**config.mk**
```make
export PLATFORM = sky130hd
export DESIGN_NAME = radio_state_ctrl
export DESIGN_NICKNAME = d
export VERILOG_FILES = /design/src/rtl/radio_state_ctrl.sv
export SDC_FILE = /design/constraint.sdc
export NUM_CORES = 1
export LEC_CHECK = 0
export ABC_AREA = 1
export BUFFER_PORTS_ARGS = -buffer_cell sky130_fd_sc_hd__buf_2
export CAP_MARGIN = 20
export CORE_ASPECT_RATIO = 0.7
export CORE_MARGIN = 1.5
export CORE_UTILIZATION = 56
export DETAILED_ROUTE_END_ITERATION = 6
export GPL_TIMING_DRIVEN = 0
export MAX_ROUTING_LAYER = met4
export PLACE_DENSITY_LB_ADDON = 0.25
export SLEW_MARGIN = 5
export SYNTH_ARGS = -nofsm -noshare
export SYNTH_HDL_FRONTEND = slang
export SYNTH_SLANG_ARGS = --single-unit
```
**constraint.sdc**
```tcl
create_clock -name clk -period 1.7 [get_ports clk]
set_input_delay 0.255 -clock clk [delete_from_list [all_inputs] [get_ports clk]]
set_output_delay 0.255 -clock clk [all_outputs]
set_load 0.03 [all_outputs]
```
**src/rtl/radio_state_ctrl.sv**
```systemverilog
module radio_state_ctrl #(
  parameter int SETTLE_CYC = 12,
  parameter int POR_CYC    = 20
) (
  input  logic       clk,
  input  logic       por_n,
  input  logic       rst_n,
  input  logic       cmd_we,
  input  logic [4:0] cmd,
  input  logic       mode_pin,
  input  logic       frame_start,
  input  logic       frame_end,
  output logic [4:0] status,
  output logic [4:0] cmd_field,
  output logic       rx_en,
  output logic       tx_en,
  output logic       pll_en,
  output logic       tx_done
);

  localparam int MAXC = (SETTLE_CYC > POR_CYC) ? SETTLE_CYC : POR_CYC;
  localparam int CW   = (MAXC < 2) ? 1 : $clog2(MAXC + 1);

  typedef enum logic [4:0] {
    S_PON   = 5'd0,
    S_BRX   = 5'd1,
    S_BTX   = 5'd2,
    S_RXON  = 5'd6,
    S_OFF   = 5'd8,
    S_PLL   = 5'd9,
    S_SLEEP = 5'd15,
    S_BRXA  = 5'd17,
    S_BTXA  = 5'd18,
    S_RXA   = 5'd22,
    S_TXA   = 5'd25,
    S_TRANS = 5'd31
  } st_t;

  st_t st, st_nx, tgt, tgt_nx;
  logic [CW-1:0] cnt, cnt_nx;
  logic pend, pend_nx, pin_q, done_nx;

  wire c_txs   = cmd_we && (cmd == 5'd2);
  wire c_force = cmd_we && (cmd == 5'd3);
  wire c_rx    = cmd_we && (cmd == 5'd6);
  wire c_off   = cmd_we && (cmd == 5'd8);
  wire c_pll   = cmd_we && (cmd == 5'd9);
  wire c_aack  = cmd_we && (cmd == 5'd22);
  wire c_aret  = cmd_we && (cmd == 5'd25);
  wire c_on    = c_rx | c_pll | c_aack | c_aret;
  wire pin_rise = mode_pin && !pin_q;
  wire tx_go    = c_txs || pin_rise;

  function automatic st_t on_target(logic rx, logic pll, logic aack);
    if (rx)        return S_RXON;
    else if (pll)  return S_PLL;
    else if (aack) return S_RXA;
    else           return S_TXA;
  endfunction

  always_comb begin
    st_nx   = st;
    tgt_nx  = tgt;
    cnt_nx  = cnt;
    pend_nx = pend;
    done_nx = 1'b0;
    case (st)
      S_PON: begin
        if (cnt == '0) st_nx = S_OFF;
        else           cnt_nx = cnt - CW'(1);
      end
      S_OFF: begin
        if (c_on) begin
          st_nx  = S_TRANS;
          tgt_nx = on_target(c_rx, c_pll, c_aack);
          cnt_nx = CW'(SETTLE_CYC - 1);
        end else if (mode_pin) begin
          st_nx = S_SLEEP;
        end
      end
      S_SLEEP: if (!mode_pin) st_nx = S_OFF;
      S_TRANS: begin
        if (c_off || c_force) st_nx = S_OFF;
        else if (cnt == '0)   st_nx = tgt;
        else                  cnt_nx = cnt - CW'(1);
      end
      S_PLL, S_RXON, S_RXA, S_TXA: begin
        if (c_off || c_force) st_nx = S_OFF;
        else if (c_on)        st_nx = on_target(c_rx, c_pll, c_aack);
        else if (st == S_PLL  && tx_go)       st_nx = S_BTX;
        else if (st == S_TXA  && tx_go)       st_nx = S_BTXA;
        else if (st == S_RXON && frame_start) st_nx = S_BRX;
        else if (st == S_RXA  && frame_start) st_nx = S_BRXA;
      end
      S_BRX, S_BTX, S_BRXA, S_BTXA: begin
        if (c_force) begin
          st_nx   = S_OFF;
          pend_nx = 1'b0;
        end else if (frame_end) begin
          pend_nx = 1'b0;
          done_nx = (st == S_BTX) || (st == S_BTXA);
          if (pend || c_off)     st_nx = S_OFF;
          else if (st == S_BRX)  st_nx = S_RXON;
          else if (st == S_BTX)  st_nx = S_PLL;
          else if (st == S_BRXA) st_nx = S_RXA;
          else                   st_nx = S_TXA;
        end else if (c_off) begin
          pend_nx = 1'b1;
        end
      end
      default: st_nx = S_OFF;
    endcase
    if (!rst_n && st != S_PON) begin
      st_nx   = S_OFF;
      pend_nx = 1'b0;
      done_nx = 1'b0;
    end
  end

  always_ff @(posedge clk or negedge por_n) begin
    if (!por_n) begin
      st        <= S_PON;
      tgt       <= S_OFF;
      cnt       <= CW'(POR_CYC - 1);
      pend      <= 1'b0;
      pin_q     <= 1'b0;
      tx_done   <= 1'b0;
      cmd_field <= 5'd0;
    end else begin
      st      <= st_nx;
      tgt     <= tgt_nx;
      cnt     <= cnt_nx;
      pend    <= pend_nx;
      pin_q   <= mode_pin;
      tx_done <= done_nx;
      if (!rst_n)      cmd_field <= 5'd0;
      else if (cmd_we) cmd_field <= cmd;
    end
  end

  assign status = st;
  assign rx_en  = st inside {S_RXON, S_RXA, S_BRX, S_BRXA};
  assign tx_en  = st inside {S_BTX, S_BTXA};
  assign pll_en = rx_en || tx_en || (st inside {S_PLL, S_TXA, S_TRANS});

endmodule

```
==> results of run 1 <==
[stage by stage]
step | util [%] | hold slack, ns | power, mW
finish | 75.8 | 0.122 | 3.19
global route | 75.8 | 0.107 | 3.42
CTS | 68.5 | 0.115 | 2.78
detailed placement | 64.9 | 0.244 | 2.36
global placement | 64.9 | 0.243 | 2.32
floorplan | - | -0.0406 | 2.00
[area by class of cell]
class / count / share of cell area [%]
Tap cell: 36 / 2.12
Sequential cell: 22 / 26.4
Multi-Input combinational cell: 183 / 51.2
Timing Repair Buffer: 39 / 12.4
Inverter: 26 / 5.24
Clock buffer: 4 / 2.12
Buffer: 1 / 0.530
[where the power goes]
group          leakage (nW)  internal [mW]  total (mW)  switching [mW]
clock network        0.0228          0.167       0.327           0.160
registers             0.267          0.718       0.879           0.161
logic                 0.861          0.759        1.98            1.22
total                  1.15           1.64        3.19            1.54
[cell usage after synthesis (all sizes together)]
cell,number
dfstp,4
nand3b,2
nand2,82
a21oi,10
nor3,3
clkinv,1
nor2,43
or2,2
o31ai,2
nand3,23
nand4,4
o21ai,6
buf,1
dfrtp,18
xor2,2
ha,2
inv,25
a31oi,2
[cells by family (layout without fill, tap and decap cells)]
logic type	after synthesis	count (layout)	share of synthesized area [%]
AOI/OAI and AO/OA	20	20	6.51
xor gates and xnor gates	2	2	1.06
adders and majority gates	2	2	1.51
buffers and inverters	27	70	6.74
DFF	22	22	33.6
and+or+nand+nor	159	159	50.6
[layer usage]
| layer | global-route usage, % | up-vias | routed length, um |
|---|---|---|---|
| met4 | 2.33 | 0 | 0 |
| met3 | 5.58 | 0 | 291 |
| met1 | 41.7 | 760 | 1950 |
| li1 | - | 836 | - |
| met5 | - | - | 0 |
| met2 | 36.6 | 54 | 1920 |
[state kept, by name, indices dropped and copies added, names as in the netlist]
name / flops
cnt: 5
tgt: 4
tx_done: 1
status: 5
cmd_field: 5
pend: 1
pin_q: 1
[final timing paths]
path                       startpoint            to  slack (ns)
max                         status[2]     status[1]       0.009
min                          mode_pin         pin_q        0.12
max reg2reg                 status[2]     status[1]       0.009
min reg2reg                    tgt[3]        tgt[3]        0.47
max in group asynchronous       por_n     status[1]        0.86
min in group asynchronous       por_n  cmd_field[3]        0.48
[timing repair]
| item | 4_1_cts | 5_1_grt |
|---|---|---|
| setup endpoints to repair | 8 | 12 |
| gates resized for setup | 10 | 40 |
| setup buffers | 3 | 11 |
| pin swaps | 3 | 16 |
| hold buffers | 1 | 0 |
| hold endpoints to repair | 18 | 0 |
==> impl_metrics.csv, run 1 <==
group,metric,value,unit
pwr,power.density_cell_area,1500,mW/mm^2
timing,timing.slew.headroom,67.6,%
timing,timing.final.ws_setup,0.00867,ns
outcome,run_status,"finished clean",
worst_hold_path,holdCritPathClass,"in2reg",
routing,drt_first_iter_violations,91,
setup_path,worst_ep_required_time,1.90,ns
synth,synthDistinctLibCells,29,
placed_design,post-dp-hpwl,2940,um
setup_path,critical_path_cell_count,10,
synth,synth.yosys.seq_area_share,33.6,%
placed_design,globalplace.congestion,0.928,
timing,setup_viol_count_final,0,
routing,vias_per_cell,5.31,
cells_and_area,layout.cells.most_common_list,"sky130_fd_sc_hd__nand2_1, sky130_fd_sc_hd__nor2_1, sky130_fd_sc_hd__buf_2, sky130_fd_sc_hd__nand3_1, sky130_fd_sc_hd__nand2_2",
die,ios,26,
timing,slew_at_the_pin_closest_to_its_max_slew_limit,0.486,ns
routing,antenna_violating_nets_post_route,0,
placed_design,dp.cells,292,
timing,timing.final.max_slew_violations,0,
synth,synth_cells,232,
routing,route.vias.total,1650,
die,die_height,48.5,um
clock_network,tritoncts.num_buffers,3,
synth,synth_largest_type_area_fraction,27.3,%
setup_path,critical-path-top-delay-family,"simple AND/OR/NAND/NOR gates",
timing,totalNegativeSetupSlack,0,ns
global_routing,antenna_found_initial,0,
global_routing,grt_max_degree,23,
synth,synth.area.top_cells,"sky130_fd_sc_hd__dfrtp_1, sky130_fd_sc_hd__nand2_1, sky130_fd_sc_hd__nor2_1, sky130_fd_sc_hd__dfstp_2, sky130_fd_sc_hd__nand3_1",
timing,final.min_clock_period,1.69,ns
clock_network,clock_tree.root_cell,"sky130_fd_sc_hd__clkbuf_8",
routing,detail_route.wirelength,4160,um
die,placeableCoreArea,0.00280,sq mm
global_routing,grt_first_pass_wirelength,6560,um
setup_path,ordered_cell_list_for_the_critical_path,"buf_6 -> nand2_2 -> nor2_4 -> nand2_4 -> buf_4 -> nor3_1 -> nor2_1 -> a21oi_1 -> nand2_1 -> nand2_1",
synth,post_synth.cell_area_avg,7.12,sq um
setup_path,r2r.worst_path.cells,10,
cells_and_area,n_fill_cell,215,
clock_network,tritoncts,"built",
global_routing,grt_usage,26.5,%
cells_and_area,finalNetCount,290,
die,die_x,67.9,um
cells_and_area,layout-area-overhead-vs-synth,28.6,%
die,core.rowCount,16,
clock_network,cts_sinks,22,
cells_and_area,antennaDiodeCount,0,
timing,period_share,99.5,%
timing,finalHoldViolations,0,
timing,grt_setup_unrepaired,"yes",
global_routing,vias_in_the_first_global_route,1480,
cells_and_area,seq_area,562,sq um
die,fp.dieArea,0.00329,sq mm
placed_design,place_area,0.00182,sq mm
placed_design,port_buffers,24,
timing,clock.fmax,591,MHz
cells_and_area,layoutNonFillerInstCount,311,
routing,drc,0,
routing,wire_per_inst,13.4,um
setup_path,critical_path.most_common_cell,"sky130_fd_sc_hd__nand2_1",
clock_network,cts.clk_slew.worst_paths,0.08,ns
setup_path,worst_setup_path_end_kind,"flip-flop",
cells_and_area,multi_input_comb_area,0.00109,sq mm
clock_network,cts-htree-levels,1,
setup_path,crit_fanout,6,
die,start_util,59.0,%
placed_design,detailedPlace.worstSlack,-0.0116,ns
pwr,irDropWorstVdd,0.00114,V
setup_path,cp_data_arrival_time,1.89,ns
setup_path,cpMaxStageDelayCell,"sky130_fd_sc_hd__dfrtp_2",
synth,synth_area,0.00165,sq mm
flow_run,max-cap-violations,0,
clock_network,cts_max_path_buffers,2,
cells_and_area,final_layout_size_suffix_gt1_share,42.9,%
timing,worst_clock_skew,0.00315,ns
global_routing,globalRouteOverflowTotal,0,
setup_path,critical_path_buf_inv_count,2,
cells_and_area,postLayoutCellArea,0.00213,sq mm
synth,syn_nets,246,
pwr,leakagePower,1.15,nW
setup_path,slowest_stage_delay_cp,0.45,ns
synth,synth-seq-cells,22,
cells_and_area,layout_commonest_cell,"sky130_fd_sc_hd__nand2_1",
worst_hold_path,worst_hold_path_stage_count,1,
synth,top_cell_type_by_total_area_after_synthesis,"sky130_fd_sc_hd__dfrtp_1",
clock_network,insertion_delay,0.26,ns
synth,yosysWarningCount,0,
setup_path,critical_path_class,"reg2reg",
routing,drtPass1Iterations,4,
setup_path,cp-start-kind,"flip-flop",
Note: power is estimated with default switching activity, not from simulation.
==> run 2: changes to the inputs <==
CORE_UTILIZATION = 51   (was 56)
clock period = 1.49 ns   (was 1.7 ns; I/O delays follow)
==> impl_metrics.csv, run 2 (synthesis results as in run 1) <==
group,metric,value,unit
die,core.rowCount,17,
worst_hold_path,timing.hold.worst_endpoint,"pin_q",
placed_design,detailedPlace.worstSlack,-0.139,ns
global_routing,antenna_found_initial,0,
cells_and_area,layout-area-overhead-vs-synth,38.9,%
routing,drt_first_iter_violations,226,
cells_and_area,multi_input_comb_area,0.00117,sq mm
placed_design,dp.cells,294,
setup_path,worst_ep_required_time,1.70,ns
clock_network,cts.clk_slew.worst_paths,0.08,ns
pwr,power.density_cell_area,1700,mW/mm^2
die,placeableCoreArea,0.00313,sq mm
routing,detail_route.wirelength,4500,um
cells_and_area,layout.cells.most_common_list,"sky130_fd_sc_hd__nand2_1, sky130_fd_sc_hd__nor2_1, sky130_fd_sc_hd__buf_2, sky130_fd_sc_hd__nand2_2, sky130_fd_sc_hd__nand3_1",
cells_and_area,antennaDiodeCount,0,
worst_hold_path,hold_path_startpoint,"mode_pin",
die,fp.dieArea,0.00360,sq mm
setup_path,rr_endpoint,"status[4]",
routing,antenna_violating_nets_post_route,0,
pwr,power.switching,1.89,mW
routing,vias_per_cell,5.27,
routing,drtPass1Iterations,4,
clock_network,tritoncts,"built",
clock_network,cts_max_path_buffers,2,
setup_path,r2r.worst_path.cells,10,
routing,wire_per_inst,14.1,um
routing,route.vias.total,1685,
cells_and_area,finalNetCount,297,
outcome,violations,"setup timing",
timing,hold-worst-slack,0.0751,ns
outcome,run_status,"complete, but fails checks",
clock_network,cts-htree-levels,1,
clock_network,insertion_delay,0.27,ns
setup_path,critical_path_class,"reg2reg",
cells_and_area,layout_commonest_cell,"sky130_fd_sc_hd__nand2_1",
setup_path,r2r-start,"status[0]",
die,die_height,50.6,um
timing,final.min_clock_period,1.66,ns
flow_run,max-cap-violations,0,
pwr,share_seq_of_total_power,26.2,%
setup_path,cp-start-kind,"flip-flop",
pwr,clock_power_share,11.3,%
global_routing,vias_in_the_first_global_route,1434,
global_routing,globalRouteOverflowTotal,0,
pwr,leakagePower,1.22,nW
timing,grt_setup_unrepaired,"yes",
pwr,irDropWorstVdd,0.000930,V
pwr,switching_share,48.6,%
setup_path,cp_data_arrival_time,1.87,ns
timing,slew_at_the_pin_closest_to_its_max_slew_limit,0.523,ns
setup_path,worst_setup_path_end_kind,"flip-flop",
setup_path,crit_fanout,5,
pwr,cellInternalPower,2.01,mW
cells_and_area,n_fill_cell,245,
setup_path,r2r_slack,-0.17,ns
timing,timing.final.max_slew_violations,0,
placed_design,globalplace.congestion,0.967,
worst_hold_path,holdCritPathClass,"in2reg",
pwr,combinationalPowerShare,62.5,%
timing,timing.slew.headroom,65.2,%
timing,worst_clock_skew,0.00418,ns
clock_network,cts_sinks,22,
die,start_util,52.9,%
placed_design,port_buffers,24,
clock_network,clock_tree.root_cell,"sky130_fd_sc_hd__clkbuf_8",
die,die_x,71.0,um
cells_and_area,final_layout_size_suffix_gt1_share,49.6,%
clock_network,tritoncts.num_buffers,3,
timing,clock.fmax,602,MHz
cells_and_area,seq_area,562,sq um
global_routing,grt_max_degree,23,
global_routing,grt_first_pass_wirelength,6820,um
routing,drc,0,
placed_design,post-dp-hpwl,2950,um
cells_and_area,layoutNonFillerInstCount,320,
timing,timing.final.ws_setup,-0.170,ns
global_routing,grt_usage,25.0,%
pwr,total_power,3.90,mW
timing,period_share,111,%
die,ios,26,
worst_hold_path,worst_hold_path_stage_count,1,
timing,setup_viol_count_final,13,
timing,finalHoldViolations,0,
run 2: changes by cell type in the layout (fill, tap and decap cells not counted), sizes merged:
cell,previous run,this run
clkinv,0,1
clkinvlp,1,0
buf,39,46
run 2: critical path, cell delays in order, from the launching register on:
cell                      delay (ns)
sky130_fd_sc_hd__dfrtp_2        0.45
sky130_fd_sc_hd__buf_6          0.13
sky130_fd_sc_hd__nand2_4        0.05
sky130_fd_sc_hd__nor2_4         0.17
sky130_fd_sc_hd__buf_6          0.13
sky130_fd_sc_hd__nand3_1        0.07
sky130_fd_sc_hd__o21ai_0        0.22
sky130_fd_sc_hd__nor2_1         0.08
sky130_fd_sc_hd__a21oi_1        0.17
sky130_fd_sc_hd__nand2_1        0.07
sky130_fd_sc_hd__nand2_1        0.06
run 2: power groups by stage:
stage                     logic, mW  clock network [mW]  registers, mW
final                          2.44               0.443           1.02
after global routing           2.65               0.478           1.04
after CTS                      2.03               0.453          0.991
after detailed placement       1.72                   0          0.998
after global placement         1.69                   0          0.996
after floorplan                1.23                   0           1.08
run 2: worst max path at each step:
| stage | start | to | slack [ns] | depth (start not counted) |
|---|---|---|---|---|
| floorplan | status[2] | status[0] | 0.007 | 10 |
| global placement | status[4] | cnt[2] | -0.12 | 10 |
| detailed placement | status[4] | cnt[2] | -0.14 | 10 |
| CTS | status[3] | status[0] | -0.12 | 10 |
| global route | status[2] | cnt[2] | -0.23 | 10 |
| finish | status[0] | status[4] | -0.17 | 10 |
run 2: what timing repair did:
| action | CTS | global route |
|---|---|---|
| buffers inserted | 13 | 8 |
| hold buffers | 1 | 0 |
| endpoints found under the hold margin | 18 | 0 |
| resized for setup | 30 | 45 |
| pin swaps | 16 | 23 |
| endpoints found under the setup margin | 14 | 17 |
run 2: metrics by stage:
stage / area, sq um / utilization, % / TNS (ns)
CTS: 2080 / 66.5 / -0.927
finish: 2300 / 73.4 / -1.64
global route: 2300 / 73.4 / -2.66
global placement: 1840 / 58.7 / -0.931
detailed placement: 1840 / 58.7 / -1.12
floorplan: 1670 / - / 0
run 2: layer usage:
metal  up-vias  GRT usage (%)  wire [um]
li1        846              -          -
met1       787           37.2       2140
met2        50           36.0       2050
met3         2           6.02        294
met4         0           2.20         10
met5         -              -          0
run 2: layout make-up:
| type | count | share of cell area [%] |
|---|---|---|
| repair buffers | 46 | 14.5 |
| clock buffers | 4 | 2.40 |
| plain buffers | 1 | 0.490 |
| multi-input cells | 183 | 51.0 |
| inverters | 26 | 5.12 |
| flip-flops and latches | 22 | 24.5 |
| well taps | 38 | 2.07 |
==> run 3: changes to the inputs <==
CELL_PAD_IN_SITES_DETAIL_PLACEMENT = 0   (was unset)
CELL_PAD_IN_SITES_GLOBAL_PLACEMENT = 1   (was unset)
CORE_UTILIZATION = 43   (was 51)
clock period = 2 ns   (was 1.49 ns; I/O delays follow)
==> impl_metrics.csv, run 3 (synthesis results as in run 1) <==
group,metric,value,unit
outcome,run_status,"complete, but fails checks",
outcome,violations,"hold timing",
setup_path,critical_path_class,"reg2out",
timing,period_share,91.9,%
routing,drc,0,
timing,worst_clock_skew,0.00633,ns
die,fp.dieArea,0.00423,sq mm
global_routing,grt_first_pass_wirelength,6770,um
pwr,leakagePower,1.04,nW
clock_network,tritoncts.num_buffers,3,
pwr,switching_share,49.0,%
flow_run,max-cap-violations,0,
pwr,cellInternalPower,1.20,mW
clock_network,tritoncts,"built",
cells_and_area,layout-area-overhead-vs-synth,14.8,%
global_routing,grt_max_degree,23,
pwr,power.switching,1.15,mW
timing,hold-worst-slack,-0.00140,ns
timing,setup_viol_count_final,0,
setup_path,worst_ep_required_time,1.70,ns
cells_and_area,layout_commonest_cell,"sky130_fd_sc_hd__nand2_1",
worst_hold_path,holdCritPathClass,"in2async",
pwr,irDropWorstVdd,0.000707,V
die,ios,26,
placed_design,post-dp-hpwl,3110,um
routing,drt_first_iter_violations,90,
setup_path,cp_data_arrival_time,1.54,ns
global_routing,antenna_found_initial,0,
setup_path,cp-start-kind,"flip-flop",
die,placeableCoreArea,0.00360,sq mm
cells_and_area,final_layout_size_suffix_gt1_share,31.9,%
pwr,power.density_cell_area,1230,mW/mm^2
clock_network,clock_tree.root_cell,"sky130_fd_sc_hd__clkbuf_8",
cells_and_area,layoutNonFillerInstCount,310,
die,die_x,77.1,um
clock_network,cts_post_setup_buffers_inserted,0,
pwr,clock_power_share,13.7,%
clock_network,cts_sinks,22,
timing,clock.fmax,544,MHz
cells_and_area,antennaDiodeCount,0,
timing,finalHoldViolations,2,
cells_and_area,n_fill_cell,380,
placed_design,port_buffers,24,
clock_network,cts-htree-levels,1,
clock_network,cts.clk_slew.worst_paths,0.08,ns
cells_and_area,finalNetCount,275,
timing,grt_setup_unrepaired,"no",
cells_and_area,multi_input_comb_area,991,sq um
routing,detail_route.wirelength,3990,um
routing,drtPass1Iterations,4,
cells_and_area,layout.cells.most_common_list,"sky130_fd_sc_hd__nand2_1, sky130_fd_sc_hd__nor2_1, sky130_fd_sc_hd__buf_2, sky130_fd_sc_hd__inv_1",
pwr,total_power,2.34,mW
setup_path,crit_fanout,6,
clock_network,insertion_delay,0.26,ns
timing,totalNegativeSetupSlack,0,ns
cells_and_area,postLayoutCellArea,0.00190,sq mm
global_routing,vias_in_the_first_global_route,1341,
timing,timing.final.max_slew_violations,0,
die,die_height,54.9,um
die,core.rowCount,18,
timing,final.min_clock_period,1.84,ns
global_routing,grt_usage,21.8,%
setup_path,worst_setup_path_end_kind,"output pin",
global_routing,globalRouteOverflowTotal,0,
routing,route.vias.total,1506,
routing,wire_per_inst,12.9,um
timing,timing.slew.headroom,65.9,%
routing,vias_per_cell,4.86,
placed_design,globalplace.congestion,0.895,
pwr,combinationalPowerShare,55.0,%
cells_and_area,seq_area,558,sq um
routing,antenna_violating_nets_post_route,0,
placed_design,place_area,0.00184,sq mm
clock_network,cts_max_path_buffers,2,
placed_design,dp.cells,306,
die,start_util,45.9,%
timing,slew_at_the_pin_closest_to_its_max_slew_limit,0.511,ns
pwr,share_seq_of_total_power,31.3,%
==> run 3: changes by cell type in the layout (fill, tap and decap cells not counted), moves of 6 or more <==
| cell | change |
|---|---|
| sky130_fd_sc_hd__nor2_1 | +7 |
| sky130_fd_sc_hd__buf_4 | -14 |
| sky130_fd_sc_hd__buf_6 | -10 |
| sky130_fd_sc_hd__nand2_1 | +12 |
| sky130_fd_sc_hd__inv_2 | -6 |
| sky130_fd_sc_hd__nor2_4 | -10 |
| sky130_fd_sc_hd__inv_1 | +10 |
| sky130_fd_sc_hd__nand2_2 | -7 |
==> run 3: final timing paths <==
check	from	to	slack, ns	depth (start not counted)
worst max-delay path	status[1]	pll_en	0.16	7
worst min-delay path	por_n	pend	-0.001	1
worst max register to register	status[4]	cnt[2]	0.27	10
worst min register to register	tgt[3]	tgt[3]	0.48	2
max in group asynchronous	por_n	status[0]	1.63	1
min in group clk	mode_pin	pin_q	0.15	1
==> run 3: what timing repair did <==
item | in CTS | in global routing
endpoints found under the hold margin | 0 | 0
setup endpoints to repair | 0 | 1
hold buffers | 0 | 0
resized for setup | 0 | 4
==> run 3: through the flow <==
stage / setup WS (ns) / utilization, %
global placement: 0.277 / 50.9
finish: 0.161 / 52.7
global route: 0.0177 / 52.7
detailed placement: 0.267 / 50.9
CTS: 0.101 / 52.5
floorplan: 0.380 / -
==> run 3: layout make-up <==
class	instances	area share (%)
clock buffers	4	2.90
inverters	26	5.27
plain buffers	1	0.593
multi-input cells	183	52.2
flip-flops and latches	22	29.4
repair buffers	24	6.33
well taps	50	3.30
==> run 3: metal layers <==
layer | up-vias | share of wire, % | global-route usage (%)
met5 | - | 0 | -
met4 | 0 | 0.30 | 1.82
met2 | 36 | 39 | 29.9
met1 | 675 | 55 | 33.1
met3 | 2 | 5.4 | 5.17
li1 | 793 | - | -
==> run 3: worst max-delay path, cell delays in order (launching register included) <==
cell	delay, ns
sky130_fd_sc_hd__dfrtp_2	0.42
sky130_fd_sc_hd__inv_1	0.08
sky130_fd_sc_hd__nor2_2	0.15
sky130_fd_sc_hd__nand2_1	0.15
sky130_fd_sc_hd__nand2_2	0.16
sky130_fd_sc_hd__nor2_2	0.06
sky130_fd_sc_hd__nand2_1	0.06
sky130_fd_sc_hd__buf_2	0.19
==> run 3: power by group through the flow <==
stage | clock (mW) | combinational (mW) | sequential, mW
2_1_floorplan | 0 | 0.905 | 0.794
3_3_place_gp | 0 | 1.27 | 0.730
4_1_cts | 0.331 | 1.29 | 0.725
3_5_place_dp | 0 | 1.29 | 0.731
5_1_grt | 0.352 | 1.45 | 0.754
6_report | 0.320 | 1.29 | 0.733
